--- config.mk ---
export PLATFORM = sky130hd
export DESIGN_NAME = repl_way_sel
export DESIGN_NICKNAME = d
export VERILOG_FILES = /design/src/rtl/repl_pkg.sv /design/src/rtl/repl_lru_store.sv /design/src/rtl/repl_victim_pick.sv /design/src/rtl/repl_result_reg.sv /design/src/rtl/repl_way_sel.sv
export SDC_FILE = /design/constraint.sdc
export NUM_CORES = 1
export LEC_CHECK = 0
export BUFFER_PORTS_ARGS = -buffer_cell sky130_fd_sc_hd__buf_2
export CORE_MARGIN = 2
export CORE_UTILIZATION = 54
export CTS_BUF_LIST = sky130_fd_sc_hd__clkbuf_4 sky130_fd_sc_hd__clkbuf_8
export DETAILED_ROUTE_END_ITERATION = 12
export GPL_TIMING_DRIVEN = 0
export PLACE_DENSITY_LB_ADDON = 0.08
export SETUP_SLACK_MARGIN = 0.5
export SLEW_MARGIN = 20
export SYNTH_ARGS = -nofsm -noshare
export SYNTH_HDL_FRONTEND = slang
export SYNTH_SLANG_ARGS = --single-unit
export TNS_END_PERCENT = 50
--- constraint.sdc ---
create_clock -name clk -period 3.1 [get_ports clk]
set_input_delay 0.62 -clock clk [delete_from_list [all_inputs] [get_ports clk]]
set_output_delay 0.62 -clock clk [all_outputs]
set_load 0.01 [all_outputs]
--- src/rtl/repl_pkg.sv ---
package repl_pkg;

  // Result of one victim pick for a two-way set.
  typedef struct packed {
    logic none;      // no replaceable way
    logic way;       // picked way
    logic copyback;  // picked way holds modified valid data
  } repl_verdict_t;

endpackage

--- src/rtl/repl_lru_store.sv ---
module repl_lru_store #(
  parameter int SET_W = 4
) (
  input  logic             clk,
  input  logic             rst_n,
  input  logic             upd_en,
  input  logic [SET_W-1:0] upd_set,
  input  logic             upd_way,
  input  logic [SET_W-1:0] rd_set,
  output logic             rd_lru
);

  localparam int NUM_SETS = 1 << SET_W;

  logic [NUM_SETS-1:0] lru_q;
  logic [NUM_SETS-1:0] lru_d;
  logic [NUM_SETS-1:0] lru_we;

  for (genvar s = 0; s < NUM_SETS; s++) begin : g_set
    // next state: point at the way that was not touched
    always_comb begin
      lru_we[s] = upd_en && (upd_set == SET_W'(s));
      lru_d[s]  = ~upd_way;
    end

    always_ff @(posedge clk or negedge rst_n) begin
      if (!rst_n) begin
        lru_q[s] <= 1'b0;
      end else if (lru_we[s]) begin
        lru_q[s] <= lru_d[s];
      end
    end
  end

  assign rd_lru = lru_q[rd_set];

endmodule

--- src/rtl/repl_victim_pick.sv ---
module repl_victim_pick
  import repl_pkg::*;
(
  input  logic [1:0]    valid_i,
  input  logic [1:0]    dirty_i,
  input  logic [1:0]    lock_i,
  input  logic          lru_i,
  output repl_verdict_t verdict_o
);

  logic [1:0] cand;
  logic [1:0] fresh;

  always_comb begin
    cand      = ~lock_i;
    fresh     = cand & ~valid_i;
    verdict_o = '0;
    if (fresh[0]) begin
      verdict_o.way = 1'b0;
    end else if (fresh[1]) begin
      verdict_o.way = 1'b1;
    end else if (&cand) begin
      verdict_o.way = lru_i;
    end else if (cand[0]) begin
      verdict_o.way = 1'b0;
    end else if (cand[1]) begin
      verdict_o.way = 1'b1;
    end else begin
      verdict_o.none = 1'b1;
    end
    verdict_o.copyback = ~verdict_o.none
                         & valid_i[verdict_o.way]
                         & dirty_i[verdict_o.way];
  end

endmodule

--- src/rtl/repl_result_reg.sv ---
module repl_result_reg
  import repl_pkg::*;
(
  input  logic          clk,
  input  logic          rst_n,
  input  logic          req_i,
  input  logic          ack_i,
  input  repl_verdict_t verdict_i,
  output logic          vld_o,
  output repl_verdict_t verdict_o
);

  logic          vld_q;
  logic          vld_d;
  logic          take;
  logic          drop;
  repl_verdict_t data_q;

  always_comb begin
    take  = req_i && !vld_q;
    drop  = vld_q && ack_i;
    vld_d = take || (vld_q && !drop);
  end

  always_ff @(posedge clk or negedge rst_n) begin
    if (!rst_n) begin
      vld_q <= 1'b0;
    end else begin
      vld_q <= vld_d;
    end
  end

  always_ff @(posedge clk or negedge rst_n) begin
    if (!rst_n) begin
      data_q <= '0;
    end else if (take) begin
      data_q <= verdict_i;
    end
  end

  assign vld_o     = vld_q;
  assign verdict_o = data_q;

endmodule

--- src/rtl/repl_way_sel.sv ---
module repl_way_sel
  import repl_pkg::*;
#(
  parameter int SET_W = 4
) (
  input  logic             clk,
  input  logic             rst_n,
  input  logic             miss_req,
  input  logic [SET_W-1:0] miss_set,
  input  logic [1:0]       way_valid,
  input  logic [1:0]       way_dirty,
  input  logic [1:0]       way_lock,
  input  logic             sel_ack,
  input  logic             touch_en,
  input  logic [SET_W-1:0] touch_set,
  input  logic             touch_way,
  output logic             sel_vld,
  output logic             sel_way,
  output logic             sel_copyback,
  output logic             sel_none
);

  logic          set_lru;
  repl_verdict_t pick;
  repl_verdict_t held;

  repl_lru_store #(.SET_W(SET_W)) lru_i (
    .clk     (clk),
    .rst_n   (rst_n),
    .upd_en  (touch_en),
    .upd_set (touch_set),
    .upd_way (touch_way),
    .rd_set  (miss_set),
    .rd_lru  (set_lru)
  );

  repl_victim_pick pick_i (
    .valid_i   (way_valid),
    .dirty_i   (way_dirty),
    .lock_i    (way_lock),
    .lru_i     (set_lru),
    .verdict_o (pick)
  );

  repl_result_reg res_i (
    .clk       (clk),
    .rst_n     (rst_n),
    .req_i     (miss_req),
    .ack_i     (sel_ack),
    .verdict_i (pick),
    .vld_o     (sel_vld),
    .verdict_o (held)
  );

  assign sel_way      = held.way;
  assign sel_copyback = held.copyback;
  assign sel_none     = held.none;

endmodule

Word level (Yosys, flattened, before mapping)
Cells that the tools add are included.
- flip-flop bits (word level): 20
- input bits: 20
- output and inout bits: 4
- logic and storage cells: 84
- $lt $le $gt $ge: 2
- eq/ne operators: 15
- muxes and demuxes: 16
- bitwise gates (word level): 7
- reduce and logical (&&, ||, !) cells: 24
- operators by type and width (operator ; count):
    $eq A4 B4 Y1 const B ; 8
    $logic_and A1 B1 Y1 ; 19
    $eq A4 B3 Y1 const B ; 4
    $mux W1 ; 15
    $eq A4 B2 Y1 const B ; 2
    $lt A4 B5 Y1 const B ; 1
    $bmux W1 S4 ; 1
    $eq A4 B1 Y1 const B ; 1
    $logic_not A4 Y1 ; 1
    $not A2 Y2 ; 2
    $and A1 B1 Y1 ; 2
    $and A2 B2 Y2 ; 1
    $logic_not A1 Y1 ; 2
    $lt A1 B2 Y1 const B ; 1
    $not A1 Y1 ; 2
    $reduce_and A2 Y1 ; 1
    $logic_or A1 B1 Y1 ; 1

Longest topological paths before layout
Gate-level depths: netlist (run 1).
- depth after elaboration: 10
- mapped depth: 6
- gate-level depth less buffers: 5

Modules after synthesis
A second synthesis (run 1) with hierarchy kept.
- cells, all modules: 87
- area, all modules: 1019.7 sq um
- modules (own cells, without submodules) (module ; instances ; cells an instance ; area each (sq um) ; sequential area each (sq um)):
    repl_lru_store ; 1 ; 67 ; 788.3 ; 400.4
    repl_result_reg ; 1 ; 10 ; 167.7 ; 100.1
    repl_victim_pick ; 1 ; 10 ; 63.8 ; 0.0

Least setup slack after synthesis (run 1)
OpenSTA, ideal clock, no wires.
- path kind: input to register
- start: input port miss_set[1]
- end: register res_i.data_q, in the netlist res_i.verdict_o[0]
- setup time: 87 ps
- arrival: 1795 ps
- data required time: 3013 ps
- path slack: 1218 ps
- stages on the path: 6
- path buffers: 1
- cell sequence: buf_6 > mux2i_1 > mux4_2 > a221oi_2 > nand4_1 > o211ai_1
- word-level cells in the longest chain between the ends: 9
- RTL lines (item ; RTL line ; source):
    from (decl) ; repl_way_sel.sv:9 ; input logic [SET_W-1:0] miss_set,
    $bmux W1 S4 * ; repl_lru_store.sv:35 ; assign rd_lru = lru_q[rd_set];
    $mux W1 (not written as such) * ; repl_lru_store.sv:35 ;
    $mux W1 * ; repl_victim_pick.sv:22 ; end else if (&cand) begin
    $mux W1 * ; repl_victim_pick.sv:20 ; end else if (fresh[1]) begin
    $mux W1 * ; repl_victim_pick.sv:18 ; if (fresh[0]) begin
    $mux W1 (not written as such) (2 in a row) ; repl_victim_pick.sv:32 ; & valid_i[verdict_o.way]
    $and A1 B1 Y1 ; repl_victim_pick.sv:32 ;
    $and A1 B1 Y1 * ; repl_victim_pick.sv:33 ; & dirty_i[verdict_o.way];
    to (signal assigned) ; repl_result_reg.sv:37 ; data_q <= verdict_i;
    to (decl) ; repl_result_reg.sv:17 ; repl_verdict_t data_q;
Every way passes the cells marked *; elsewhere a longest branch is shown, timed or not. The select of a mux whose other input is x is not followed.
A chain may end at the register's enable or synchronous reset.

Final worst setup path (run 1)
Ends and elaborated chain as after synthesis.

==> qor.yml, run 1 <==
yosys:
  syn_inst: 92
  ys.flop_type: "dfrtp_1"
  syn_area_um2: 1010
  avgSynthCellArea_um2: 11.0
  ys_warn_count: 0
  synth.largest_area_cell: "dfrtp_1"
  synth_seq_cells: 20
  synthTopCellsByArea: "dfrtp_1 50%, o31ai_1 12%, o21ai_0 8.9%, mux2i_1 7.9%, mux4_2 4.5%"
  ys_seq_area_frac: 0.496
  synth_top_area_frac: 0.496
  async_reset_ff_frac: 1.00
  syn_nets: 112
  synth_edf_count: 0
  synthDistinctLibCells: 22
clock_network:
  h-tree-depth: 1
  post_cts_buffers: 0
  ctsHoldBuffers: 0
  clock_latency_ps: 300
  clockBufferDepth: 2
  cts_tree: "done"
  clockRootBuffer: "clkbuf_4"
  clkTransAtPathRegs_ps: 110
  cts_resized: 0
  numCtsBuffers: 3
  clkSinkCount: 20
place:
  io_buffers: 21
  dp_cells: 138
  place.gp.congestion: 0.725
  dpl.hpwl_um: 1520
drt:
  vias: 849
  drc_errors: 0
  ant_nets: 0
  wirelength_um: 2050
  viasPerCell: 6.02
  drtPass1Iterations: 6
  drtIter0Drc: 35
  wl_per_cell_um: 14.6
sta:
  period_needed_ps: 1680
  tns_ps: 0
  max_freq_mhz: 596
  rsz0062_at_grt: "false"
  skew_ps: 6.54
  maxSlewHeadroom: 0.697
  tightest_slew_ps: 454
  setup_violations: 0
  finalCritPeriodShare: 0.541
  final-hold-violation-count: 0
  slew_viol_final: 0
setup_path:
  cp-startpoint: "miss_set[1]"
  r2r-start: "lru_i.lru_q[15]"
  reg2reg_to: "res_i.verdict_o[0]"
  criticalPathCategory: "in -> reg"
  r2r_slack_ps: 1550
  crit_fanout: 8
  start_kind: "input pin"
  end_kind: "register"
  r2r_cells: 5
  worst_ep_arrival_time_ps: 1900
  worstSetupEndpoint: "res_i.verdict_o[0]"
  worstPathRequired_ps: 3320
layout:
  instances_no_fill: 141
  final_nets: 138
  area_growth_pct: 15.7
  final_cell_mix: "21 x buf_2, 20 x dfrtp_1, 18 x o21ai_0, 16 x o31ai_1, 8 x mux2i_1"
  drive_above_1_share: 0.259
  final_common_cell: "buf_2"
  diodes: 0
floorplan:
  chipWidth_um: 47.2
  dieArea_um2: 2230
  pin_count: 24
  fp-row-count: 15
  core_um2: 1750
  initial_core_util: 0.578
  die_y_um: 47.2
grt:
  grt_pass1_vias: 740
  grt_pass1_wl_um: 3140
  antenna_found_initial: 0
  grt_max_degree: 21
  grt-ovfl-total: 0
  grtUsageTotal: 0.209
power:
  p_per_area_nw_per_um2: 516
  vdd_drop_max_mv: 0.314
  p_leak_uw: 0.000517
job:
  maxCapViolations: 0
status:
  status: "complete, no violations"
worst_hold_path:
  hold_path_class: "in -> async"
kinds of logic (layout without fill, tap and decap cells):
family | after synthesis | after routing | synth area share
compound gates | 38 | 38 | 0.243
flops | 20 | 20 | 0.496
simple gates | 16 | 16 | 0.0929
mux | 11 | 11 | 0.135
buf+inv | 7 | 31 | 0.0335
critical path: stages:
cell	delay (ps)
buf_6	120
mux2i_1	120
mux4_2	470
a221oi_2	330
nand4_1	140
o211ai_1	100
flip-flops by register name (all words and copies together), names as in the netlist:
name             count
lru_i.lru_q         16
res_i.verdict_o      3
res_i.vld_o          1
power by group:
part           leakage (uW)  switching, uW  internal [uW]
Clock             0.0000138           78.5           45.4
Sequential         0.000254           24.1            312
Combinational      0.000249           74.6           68.7
worst min-delay path by stage:
stage | depth (start not counted) | slack, ps | end
finish | 1 | 240 | lru_i.lru_q[0]
global route | 1 | 260 | lru_i.lru_q[0]
CTS | 1 | 260 | lru_i.lru_q[0]
detailed placement | 2 | 470 | res_i.verdict_o[2]
global placement | 2 | 460 | res_i.verdict_o[2]
floorplan | 0 | 320 | lru_i.lru_q[0]
Yosys cell counts, types with 2 or more instances:
library cell  count
nand2_1           5
o21ai_0          18
o31ai_1          16
dfrtp_1          20
nand3b_1          2
clkbuf_1          5
mux2i_1           8
nand3_1           2
mux4_2            2
nand2b_1          2
per-stage QoR:
stage	utilization	setup WS, ps	instance area [um^2]	power [uW]	hold WS, ps
6_report	0.670	1420	1170	603	243
5_1_grt	0.670	1370	1170	643	259
4_1_cts	0.670	1430	1170	605	257
3_5_place_dp	0.657	1110	1150	486	466
3_3_place_gp	0.657	1130	1150	478	458
2_1_floorplan	-	1220	1010	432	324
cell type report:
| class | count | area [um^2] |
|---|---|---|
| buffer | 6 | 30.0 |
| clock buffer | 3 | 22.5 |
| fill | 158 | 577 |
| inverter | 1 | 3.75 |
| multi-input combinational | 65 | 475 |
| sequential | 20 | 500 |
| tap | 25 | 31.3 |
| timing repair buffer | 21 | 105 |
layer usage:
metal,track usage,share of wire
met1,0.264,0.43
met2,0.338,0.47
met3,0.0462,0.072
met4,0.100,0.019
met5,0,0
Note: power is estimated with default switching activity, not from simulation.
==> inputs of run 2 (changes only) <==
- CORE_UTILIZATION: 54 -> 49
- clock period: 3.1 -> 1.4 ns (I/O delays scaled with it)
==> qor.yml, run 2 (same netlist as run 1, synthesis figures left out) <==
sta:
  fin_ws_ps: -207  # -1630 ps
  period_needed_ps: 1610
  tightest_slew_ps: 453  # -0.610 ps
  tns_ps: -324  # -324 ps
  setup_violations: 2  # +2
  final-hold-violation-count: 0  # unchanged
  slew_viol_final: 0  # unchanged
  finalCritPeriodShare: 1.15
  skew_ps: 1.26  # -5.28 ps
  maxSlewHeadroom: 0.698  # about the same
  max_freq_mhz: 622
  rsz0062_at_grt: "true"
place:
  dpl.hpwl_um: 1560  # +2.5%
  place.gp.congestion: 0.739  # +1.9%
  io_buffers: 21  # unchanged
layout:
  final_cell_mix: "20 x dfrtp_1, 18 x buf_2, 13 x o31ai_1, 11 x o21ai_0, 8 x mux2i_1"
  largest_register_ffs: 16  # unchanged
  diodes: 0  # unchanged
  final_nets: 140  # +1.4%
  drive_above_1_share: 0.370  # +0.111
  largest_register: "lru_i.lru_q"
  area_growth_pct: 31.8
  final_common_cell: "dfrtp_1"
setup_path:
  criticalPathCategory: "reg -> reg"
  worstPathRequired_ps: 1630  # -1690 ps
  crit_fanout: 3  # -5
  start_kind: "register"
  r2r_slack_ps: -210  # -1760 ps
  end_kind: "register"
  worst_ep_arrival_time_ps: 1840  # -60 ps
power:
  comb_power_share: 0.265  # +0.027
  p_int_uw: 1050  # +150%
  p_total_uw: 1490  # +150%
  vdd_drop_max_mv: 0.703  # +120%
  p_sw_frac: 0.296  # +0.00254
  p_clk_frac: 0.229  # +0.024
  seqPwrFrac: 0.505  # -0.052
  power.switching_uw: 442  # +150%
  p_leak_uw: 0.000579  # +12%
  p_per_area_nw_per_um2: 1120  # +120%
floorplan:
  core_um2: 1960  # +12%
  die_y_um: 49.4  # +4.6%
  dieArea_um2: 2440  # +9.3%
  chipWidth_um: 49.4  # +4.6%
  initial_core_util: 0.515  # -0.0638
  pin_count: 24  # unchanged
  fp-row-count: 16  # +1
clock_network:
  clkTransAtPathRegs_ps: 110  # about the same
  clockBufferDepth: 2  # unchanged
  clkSinkCount: 20  # unchanged
  clock_latency_ps: 310  # about the same
  clockRootBuffer: "clkbuf_4"
  h-tree-depth: 1  # unchanged
  numCtsBuffers: 3  # unchanged
  cts_tree: "done"
grt:
  grt_max_degree: 21  # unchanged
  grtUsageTotal: 0.214  # +0.00464
  antenna_found_initial: 0  # unchanged
  grt-ovfl-total: 0  # unchanged
  grt_pass1_vias: 800  # +8.1%
  grt_pass1_wl_um: 3770  # +20%
status:
  status: "finished, violations left"
  violations: "setup timing"
job:
  maxCapViolations: 0  # unchanged
drt:
  drtIter0Drc: 17  # -51%
  drc_errors: 0  # unchanged
  ant_nets: 0  # unchanged
  wl_per_cell_um: 15.7  # +7.5%
  wirelength_um: 2290  # +11%
  drtPass1Iterations: 4  # -2
  vias: 836  # -1.5%
  viasPerCell: 5.73  # -4.9%
worst_hold_path:
  hold_path_class: "in -> reg"
[run 2: changes by cell type in the layout (fill, tap and decap cells not counted), sizes merged]
| cell | previous run | this run |
|---|---|---|
| buf | 22 | 23 |
| dlygate4sd3 | 0 | 1 |
| clkbuf | 8 | 9 |
[run 2: critical path: stages, from the launching register on]
cell and delay, ps:
dfrtp_1 410, mux2i_1 110, mux4_2 500, a221oi_4 270, nand4_1 140, o211ai_1 100
[run 2: worst paths after layout]
check | from | endpoint | cells after the start
setup reg to reg | lru_i.lru_q[3] | res_i.verdict_o[0] | 5
setup / recovery | lru_i.lru_q[3] | res_i.verdict_o[0] | 5
min in group asynchronous | rst_n | res_i.verdict_o[0] | 2
hold / removal | sel_ack | res_i.vld_o | 2
max in group asynchronous | rst_n | lru_i.lru_q[3] | 2
hold reg to reg | res_i.verdict_o[2] | res_i.verdict_o[2] | 2
[run 2: power by group through the flow]
stage | Sequential [uW] | Combinational (uW) | Clock (uW)
finish | 754 | 396 | 342
global route | 767 | 440 | 385
CTS | 748 | 369 | 344
detailed placement | 756 | 335 | 0
global placement | 751 | 322 | 0
floorplan | 752 | 216 | 0
[run 2: final cells by class]
class	count	area (um^2)
Fill cell	187	631
Multi-Input combinational cell	65	548
Sequential cell	20	500
Timing Repair Buffer	23	145
Buffer	6	63.8
Clock buffer	4	36.3
Tap cell	27	33.8
Inverter	1	3.75
[run 2: per-layer routing]
metal / vias to the layer above / track usage / routed length [um]
li1: 409 / - / -
met1: 396 / 0.279 / 963
met2: 27 / 0.345 / 1150
met3: 4 / 0.0307 / 121
met4: 0 / 0.111 / 53
met5: - / 0 / 0
[run 2: per-stage QoR]
| step | setup WS, ps | instances | instance area [um^2] | util | hold WS, ps |
|---|---|---|---|---|---|
| 3_5_place_dp | -297 | 140 | 1170 | 0.599 | 253 |
| 5_1_grt | -269 | 146 | 1330 | 0.679 | 153 |
| 6_report | -207 | 146 | 1330 | 0.679 | 158 |
| 2_1_floorplan | -142 | 92 | 1040 | - | -15.6 |
| 4_1_cts | -189 | 145 | 1290 | 0.656 | 168 |
| 3_3_place_gp | -267 | 140 | 1170 | 0.599 | 251 |
[run 2: what timing repair did]
action / CTS / global route
hold endpoints to repair: 20 / 0
pin swaps: 5 / 5
setup buffers: 0 / 1
resized for setup: 11 / 9
hold buffers: 1 / 0
endpoints found under the setup margin: 10 / 13
